$ cat src/rtl/sst_pkg.sv
package sst_pkg;

  typedef enum logic [1:0] {
    ST_IDLE  = 2'd0,
    ST_SHIFT = 2'd1,
    ST_DONE  = 2'd2
  } sst_state_e;

  // Serial clock period in system clocks; anything below 2 is raised to 2.
  function automatic int unsigned sst_period(input int unsigned div);
    return (div < 2) ? 2 : div;
  endfunction

  // Cycles spent low in each bit (the first half, rounded down).
  function automatic int unsigned sst_low_len(input int unsigned div);
    return sst_period(div) / 2;
  endfunction

endpackage

$ cat src/rtl/sst_clk.sv
module sst_clk
  import sst_pkg::*;
#(
  parameter int DIV_W = 8
) (
  input  logic             clk,
  input  logic             rst_n,
  input  logic             ext_mode,
  input  logic [DIV_W-1:0] div_val,
  input  logic             shifting,
  input  logic             running,
  input  logic             sck_in,
  output logic             fall_evt,
  output logic             rise_evt,
  output logic             period_end,
  output logic             sck_out
);

  logic [DIV_W-1:0] per_len;
  logic [DIV_W-1:0] low_len;
  logic [DIV_W-1:0] cnt_q;
  logic             int_fall;
  logic             int_rise;
  logic             int_wrap;
  logic             sync1_q, sync2_q, sync3_q;
  logic             ext_fall;
  logic             ext_rise;
  logic             sck_q;

  assign per_len = DIV_W'(sst_period(32'(div_val)));
  assign low_len = DIV_W'(sst_low_len(32'(div_val)));

  // Phase counter runs only while a frame (or its tail) is in progress.
  always_ff @(posedge clk or negedge rst_n) begin
    if (!rst_n)                          cnt_q <= '0;
    else if (!running || ext_mode)       cnt_q <= '0;
    else if (cnt_q >= per_len - 1'b1)    cnt_q <= '0;
    else                                 cnt_q <= cnt_q + 1'b1;
  end

  assign int_fall = shifting && (cnt_q == '0);
  assign int_rise = running  && (cnt_q == low_len);
  assign int_wrap = running  && (cnt_q >= per_len - 1'b1);

  // Two-flop synchronizer plus a history flop for edge detection.
  always_ff @(posedge clk or negedge rst_n) begin
    if (!rst_n) begin
      sync1_q <= 1'b1;
      sync2_q <= 1'b1;
      sync3_q <= 1'b1;
    end else begin
      sync1_q <= sck_in;
      sync2_q <= sync1_q;
      sync3_q <= sync2_q;
    end
  end

  assign ext_fall = sync3_q && !sync2_q;
  assign ext_rise = !sync3_q && sync2_q;

  assign fall_evt   = ext_mode ? (shifting && ext_fall) : int_fall;
  assign rise_evt   = ext_mode ? (shifting && ext_rise) : int_rise;
  assign period_end = ext_mode | int_wrap;

  // Generated clock: low from the falling event to the rising event.
  always_ff @(posedge clk or negedge rst_n) begin
    if (!rst_n)                     sck_q <= 1'b1;
    else if (ext_mode || !running)  sck_q <= 1'b1;
    else if (int_fall)              sck_q <= 1'b0;
    else if (int_rise)              sck_q <= 1'b1;
  end

  assign sck_out = sck_q;

  // within one low phase the counter cannot start another bit.
  a_r3_no_double_fall: assert property (@(posedge clk) disable iff (!rst_n)
    (!ext_mode && !sck_q) |-> !int_fall);

endmodule

$ cat src/rtl/sst_shift.sv
module sst_shift
  import sst_pkg::*;
#(
  parameter int DATA_W = 8
) (
  input  logic              clk,
  input  logic              rst_n,
  input  logic              tx_en,
  input  logic              empty,
  input  logic [DATA_W-1:0] hold_data,
  input  logic              fall_evt,
  input  logic              rise_evt,
  input  logic              period_end,
  output logic              shifting,
  output logic              running,
  output logic              load_evt,
  output logic              end_evt,
  output logic              txd
);

  localparam int IDX_W = (DATA_W > 1) ? $clog2(DATA_W) : 1;
  localparam logic [IDX_W-1:0] LAST_IDX = IDX_W'(DATA_W - 1);

  sst_state_e        state_q;
  logic [DATA_W-1:0] sh_q;
  logic [IDX_W-1:0]  idx_q;
  logic              bit_live_q;
  logic              txd_q;
  logic              load_idle;
  logic              last_rise;
  logic              load_chain;

  assign shifting   = (state_q == ST_SHIFT);
  assign running    = (state_q != ST_IDLE);
  assign load_idle  = tx_en && (state_q == ST_IDLE) && !empty;
  assign last_rise  = tx_en && shifting && rise_evt && bit_live_q && (idx_q == LAST_IDX);
  assign load_chain = last_rise && !empty;
  assign load_evt   = load_idle || load_chain;
  assign end_evt    = last_rise && empty;

  always_ff @(posedge clk or negedge rst_n) begin
    if (!rst_n) begin
      state_q    <= ST_IDLE;
      sh_q       <= '0;
      idx_q      <= '0;
      bit_live_q <= 1'b0;
      txd_q      <= 1'b1;
    end else if (!tx_en) begin
      state_q    <= ST_IDLE;
      idx_q      <= '0;
      bit_live_q <= 1'b0;
    end else if (load_idle) begin
      sh_q       <= hold_data;
      idx_q      <= '0;
      bit_live_q <= 1'b0;
      state_q    <= ST_SHIFT;
    end else if (shifting) begin
      if (fall_evt) begin
        txd_q      <= sh_q[idx_q];
        bit_live_q <= 1'b1;
      end else if (rise_evt && bit_live_q) begin
        bit_live_q <= 1'b0;
        if (idx_q == LAST_IDX) begin
          if (!empty) begin
            sh_q  <= hold_data;
            idx_q <= '0;
          end else begin
            state_q <= period_end ? ST_IDLE : ST_DONE;
          end
        end else begin
          idx_q <= idx_q + 1'b1;
        end
      end
    end else if (state_q == ST_DONE && period_end) begin
      state_q <= ST_IDLE;
    end
  end

  assign txd = txd_q;

  // a chained load restarts at bit 0 without leaving the shift state.
  a_r5_chain_restarts: assert property (@(posedge clk) disable iff (!rst_n)
    (load_chain) |=> (idx_q == '0 && state_q != ST_DONE));

  // the run can only end on the last bit of a frame.
  a_r6_end_on_last_bit: assert property (@(posedge clk) disable iff (!rst_n)
    (end_evt) |=> (state_q != ST_SHIFT || !tx_en));

endmodule

$ cat src/rtl/sync_ser_tx.sv
module sync_ser_tx
  import sst_pkg::*;
#(
  parameter int DATA_W = 8,
  parameter int DIV_W  = 8
) (
  input  logic              clk,
  input  logic              rst_n,
  input  logic              tx_en,
  input  logic              ext_mode,
  input  logic [DIV_W-1:0]  div_val,
  input  logic              tie,
  input  logic              teie,
  input  logic              wr_stb,
  input  logic [DATA_W-1:0] wr_data,
  input  logic              sck_in,
  output logic              sck_out,
  output logic              txd,
  output logic              tx_empty,
  output logic              tx_end,
  output logic              txi_req,
  output logic              tei_req
);

  logic [DATA_W-1:0] hold_q;
  logic              empty_q;
  logic              end_q;
  logic              load_evt;
  logic              end_evt;
  logic              fall_evt;
  logic              rise_evt;
  logic              period_end;
  logic              shifting;
  logic              running;

  sst_clk #(.DIV_W(DIV_W)) u_clk (
    .clk        (clk),
    .rst_n      (rst_n),
    .ext_mode   (ext_mode),
    .div_val    (div_val),
    .shifting   (shifting),
    .running    (running),
    .sck_in     (sck_in),
    .fall_evt   (fall_evt),
    .rise_evt   (rise_evt),
    .period_end (period_end),
    .sck_out    (sck_out)
  );

  sst_shift #(.DATA_W(DATA_W)) u_shift (
    .clk        (clk),
    .rst_n      (rst_n),
    .tx_en      (tx_en),
    .empty      (empty_q),
    .hold_data  (hold_q),
    .fall_evt   (fall_evt),
    .rise_evt   (rise_evt),
    .period_end (period_end),
    .shifting   (shifting),
    .running    (running),
    .load_evt   (load_evt),
    .end_evt    (end_evt),
    .txd        (txd)
  );

  // Holding register and flags; a software write outranks both shifter events.
  always_ff @(posedge clk or negedge rst_n) begin
    if (!rst_n) begin
      hold_q  <= '0;
      empty_q <= 1'b1;
      end_q   <= 1'b1;
    end else if (!tx_en) begin
      empty_q <= 1'b1;
      end_q   <= 1'b1;
    end else if (wr_stb) begin
      hold_q  <= wr_data;
      empty_q <= 1'b0;
      end_q   <= 1'b0;
    end else begin
      if (load_evt) empty_q <= 1'b1;
      if (end_evt)  end_q   <= 1'b1;
    end
  end

  assign tx_empty = empty_q;
  assign tx_end   = end_q;
  assign txi_req  = tie  && empty_q;
  assign tei_req  = teie && end_q;

  // disabling forces both flags high on the next edge.
  a_r1_disabled_flags: assert property (@(posedge clk) disable iff (!rst_n)
    (!tx_en) |=> (tx_empty && tx_end));

  // a copy into the shifter refills the empty flag unless a write collides.
  a_r2_load_refills_empty: assert property (@(posedge clk) disable iff (!rst_n)
    (tx_en && load_evt && !wr_stb) |=> tx_empty);

  // data only moves on a falling serial clock edge.
  a_r4_stable_while_high: assert property (@(posedge clk) disable iff (!rst_n)
    (!ext_mode && $past(!ext_mode) && sck_out && $past(sck_out)) |-> $stable(txd));

  // once finished, the serial clock rests high.
  a_r6_end_parks_clock: assert property (@(posedge clk) disable iff (!rst_n)
    (tx_end) |-> sck_out);

endmodule

$ cat config.mk
export PLATFORM = sky130hd
export DESIGN_NAME = sync_ser_tx
export DESIGN_NICKNAME = d
export VERILOG_FILES = /design/src/rtl/sst_pkg.sv /design/src/rtl/sst_clk.sv /design/src/rtl/sst_shift.sv /design/src/rtl/sync_ser_tx.sv
export SDC_FILE = /design/constraint.sdc
export NUM_CORES = 1
export LEC_CHECK = 0
export CORE_MARGIN = 4
export CORE_UTILIZATION = 35
export CTS_CLUSTER_DIAMETER = 100
export CTS_CLUSTER_SIZE = 12
export DETAILED_ROUTE_END_ITERATION = 10
export DONT_BUFFER_PORTS = 1
export SYNTH_ARGS = -nofsm -noshare
export SYNTH_HDL_FRONTEND = slang
export SYNTH_HIERARCHICAL = 1
export SYNTH_SLANG_ARGS = --single-unit
$ cat constraint.sdc
create_clock -name clk -period 2.6 [get_ports clk]
set_input_delay 0.52 -clock clk [delete_from_list [all_inputs] [get_ports clk]]
set_output_delay 0.52 -clock clk [all_outputs]
set_load 0.1 [all_outputs]
==> metrics.cfg <==
[critical_path]
critPathMaxFanout=4
required_ns=2.78
critical_path_class=in -> reg
end_kind=flop
r2r-end=u_shift/sh_q[0]$_DFFE_PN0P_
arrival_ns=2.91
r2r_cells=10
start_kind=primary input
r2r_slack_ns=0.12
r2r_start=u_shift/state_q[0]$_DFFE_PN0P_

[clock_network]
cts_tree=yes
h-tree-depth=2
clk_path_buf_depth=2
cts_buffers=5
clk_pin_slew_worst_paths_ns=0.08
cts.sink_count=37
clk_latency_ns=0.29
clockRootBuffer=clkbuf_8

[logic_synthesis]
synth_fp_nets=231
synthArstFlopShare_pct=100
synth_top_area_share_pct=35.2
synthFlopType=dfrtp_1
syn_area_mm2=0.00213
yosys_register_bits=37
ys_seq_area_share_pct=43.9
synth.avg_cell_area_um2=11.0
synth_top_area_cell=dfrtp_1
synthTopCellsByArea=dfrtp_1 (35%), mux2_2 (9.0%), dfstp_2 (8.6%)
yosysWarningCount=6
syn_inst=194
synth-edff-count=0
synthDistinctLibCells=46

[placed_design]
place_ws_ns=-0.496
hpwl_mm=3.35
io_buffers=0
gp_congestion=0.850
dp_cells=293
place_area_mm2=0.00246

[sta]
slew_violations=0
fin_crit_ns=2.73
hold-worst-slack_ns=0.0451
tightest_slew_ns=0.510
period_share_pct=105
slew_headroom_pct=66.0
max_freq_mhz=366
rsz0062_at_grt=true
setup_viol=1
hold_viol_final=0
skew_ns=0.00953
worst_slack_ns=-0.130
fin_tns_setup_ns=-0.130

[global_route]
antenna_found_initial=0
grt_use_met1_pct=17.9
grt_max_degree=31
grt.total_usage_pct=13.2
grt_util_met3_pct=3.46
grt_use_met2_pct=20.3
grt_busiest_layer=met2
grt-ovfl-total=0
grt_pass1_vias=1619
grt_pass1_wl_mm=7.68

[detailed_routing]
viasPerCell=5.07
postRouteAntennaNets=0
post_drt_wl_per_cell_um=14.8
wl_mm=4.54
dr.pass1.iters=4
drt_iter0_markers=52
drc=0
vias=1557

[finish]
syn2layout_area_growth_pct=25.7
antenna_cells=0
drive_gt1_share_pct=37.5
layout_common_cells=dfrtp_1 (30), buf_4 (29), nor2_1 (16)
multi_input_area_mm2=0.00124
ff_latch_area_um2=935
final_common_cell=dfrtp_1
stdcell_count=307
fill_cells=554
nets=268
design_area_mm2=0.00268
fin_util_pct=45.2

[outcome]
failed_checks=negative setup slack
outcome=finished with violations

[die]
die-area_mm2=0.00740
fp.dieW_um=86.0
start_util_pct=36.0
die_y_um=86.0
core-area_mm2=0.00592
row_count=28
boundaryPins=30

[flow_run]
max_cap_violations=0

[power]
p_total_mw=1.72
irDropWorstVdd_uv=359
p_per_area_mw_per_mm2=641
cellLeakagePower_nw=1.17

[min_path]
timing.hold.worst.class=in -> async

[per-layer routing]
metal | vias to the layer above | share of wire [%]
met3 | 7 | 3.5
met4 | 0 | 1.6
li1 | 768 | -
met5 | - | 0
met2 | 30 | 46
met1 | 752 | 49
[layout make-up]
class | instances | share of cell area [%]
multi-input cells | 147 | 46.2
inverters | 9 | 1.26
clock inverters | 2 | 1.40
flip-flops and latches | 37 | 34.9
clock buffers | 6 | 3.08
repair buffers | 31 | 9.63
well taps | 75 | 3.50
[cells by family after synthesis]
logic type | count (synthesis) | synth area share (%)
compound gates | 28 | 9.86
xor+xnor | 18 | 7.75
fa+ha+maj | 13 | 7.63
buf+inv | 10 | 1.82
flops | 37 | 43.9
mux | 22 | 11.9
simple gates | 66 | 17.1
[worst max path at each step]
stage / start / to / slack, ns / cells after the start
6_report: div_val[4] / u_shift/state_q[1]$_DFFE_PN0P_ / -0.13 / 16
5_1_grt: div_val[4] / u_shift/state_q[1]$_DFFE_PN0P_ / -0.23 / 16
4_1_cts: div_val[2] / u_shift/state_q[1]$_DFFE_PN0P_ / -0.16 / 16
3_5_place_dp: div_val[4] / u_shift/state_q[1]$_DFFE_PN0P_ / -0.50 / 16
3_3_place_gp: div_val[4] / u_shift/state_q[1]$_DFFE_PN0P_ / -0.43 / 16
2_1_floorplan: div_val[4] / u_shift/state_q[1]$_DFFE_PN0P_ / -0.41 / 16
[critical path, cell delays in order]
cell      delay [ns]
nor4_4          0.29
nand2_2         0.10
o21ai_2         0.14
ha_2            0.23
nand2_2         0.06
xor2_1          0.14
ha_1            0.31
nand2_1         0.07
nor2_1          0.04
a211oi_2        0.17
o21ai_1         0.10
a21o_1          0.17
nand2_1         0.06
o21ai_1         0.06
a21o_1          0.17
mux2_2          0.27
[Yosys cell counts (4+ instances only)]
library cell / count
nand3_1: 7
xor2_1: 12
o21ai_0: 11
mux2_2: 17
nor3_1: 6
inv_1: 8
dfstp_2: 7
xnor2_1: 5
nand2_1: 12
dfrtp_1: 30
nor2_1: 17
mux2i_1: 4
ha_1: 13
[timing repair]
action / CTS / global route
resized for setup: 5 / 4
buffers inserted: 4 / 2
pin swaps: 12 / 6
endpoints found under the hold margin: 30 / 0
setup endpoints to repair: 1 / 17
hold buffers: 1 / 0
[flip-flops by register name, summed over array words and instances (netlist names)]
register / cells
tx_empty: 1
hold_q: 8
u_shift/sh_q: 8
tx_end: 1
u_shift/bit_live_q: 1
u_clk/sck_out: 1
u_clk/cnt_q: 8
u_clk/sync1_q: 1
u_clk/sync2_q: 1
u_shift/state_q: 2
u_clk/sync3_q: 1
u_shift/txd: 1
u_shift/idx_q: 3
[power by group]
part           total (mW)  internal (mW)  switching, mW
sequential          0.813          0.684          0.129
clock               0.523          0.312          0.211
combinational       0.381          0.205          0.176
(Power assumes the default switching activity.)
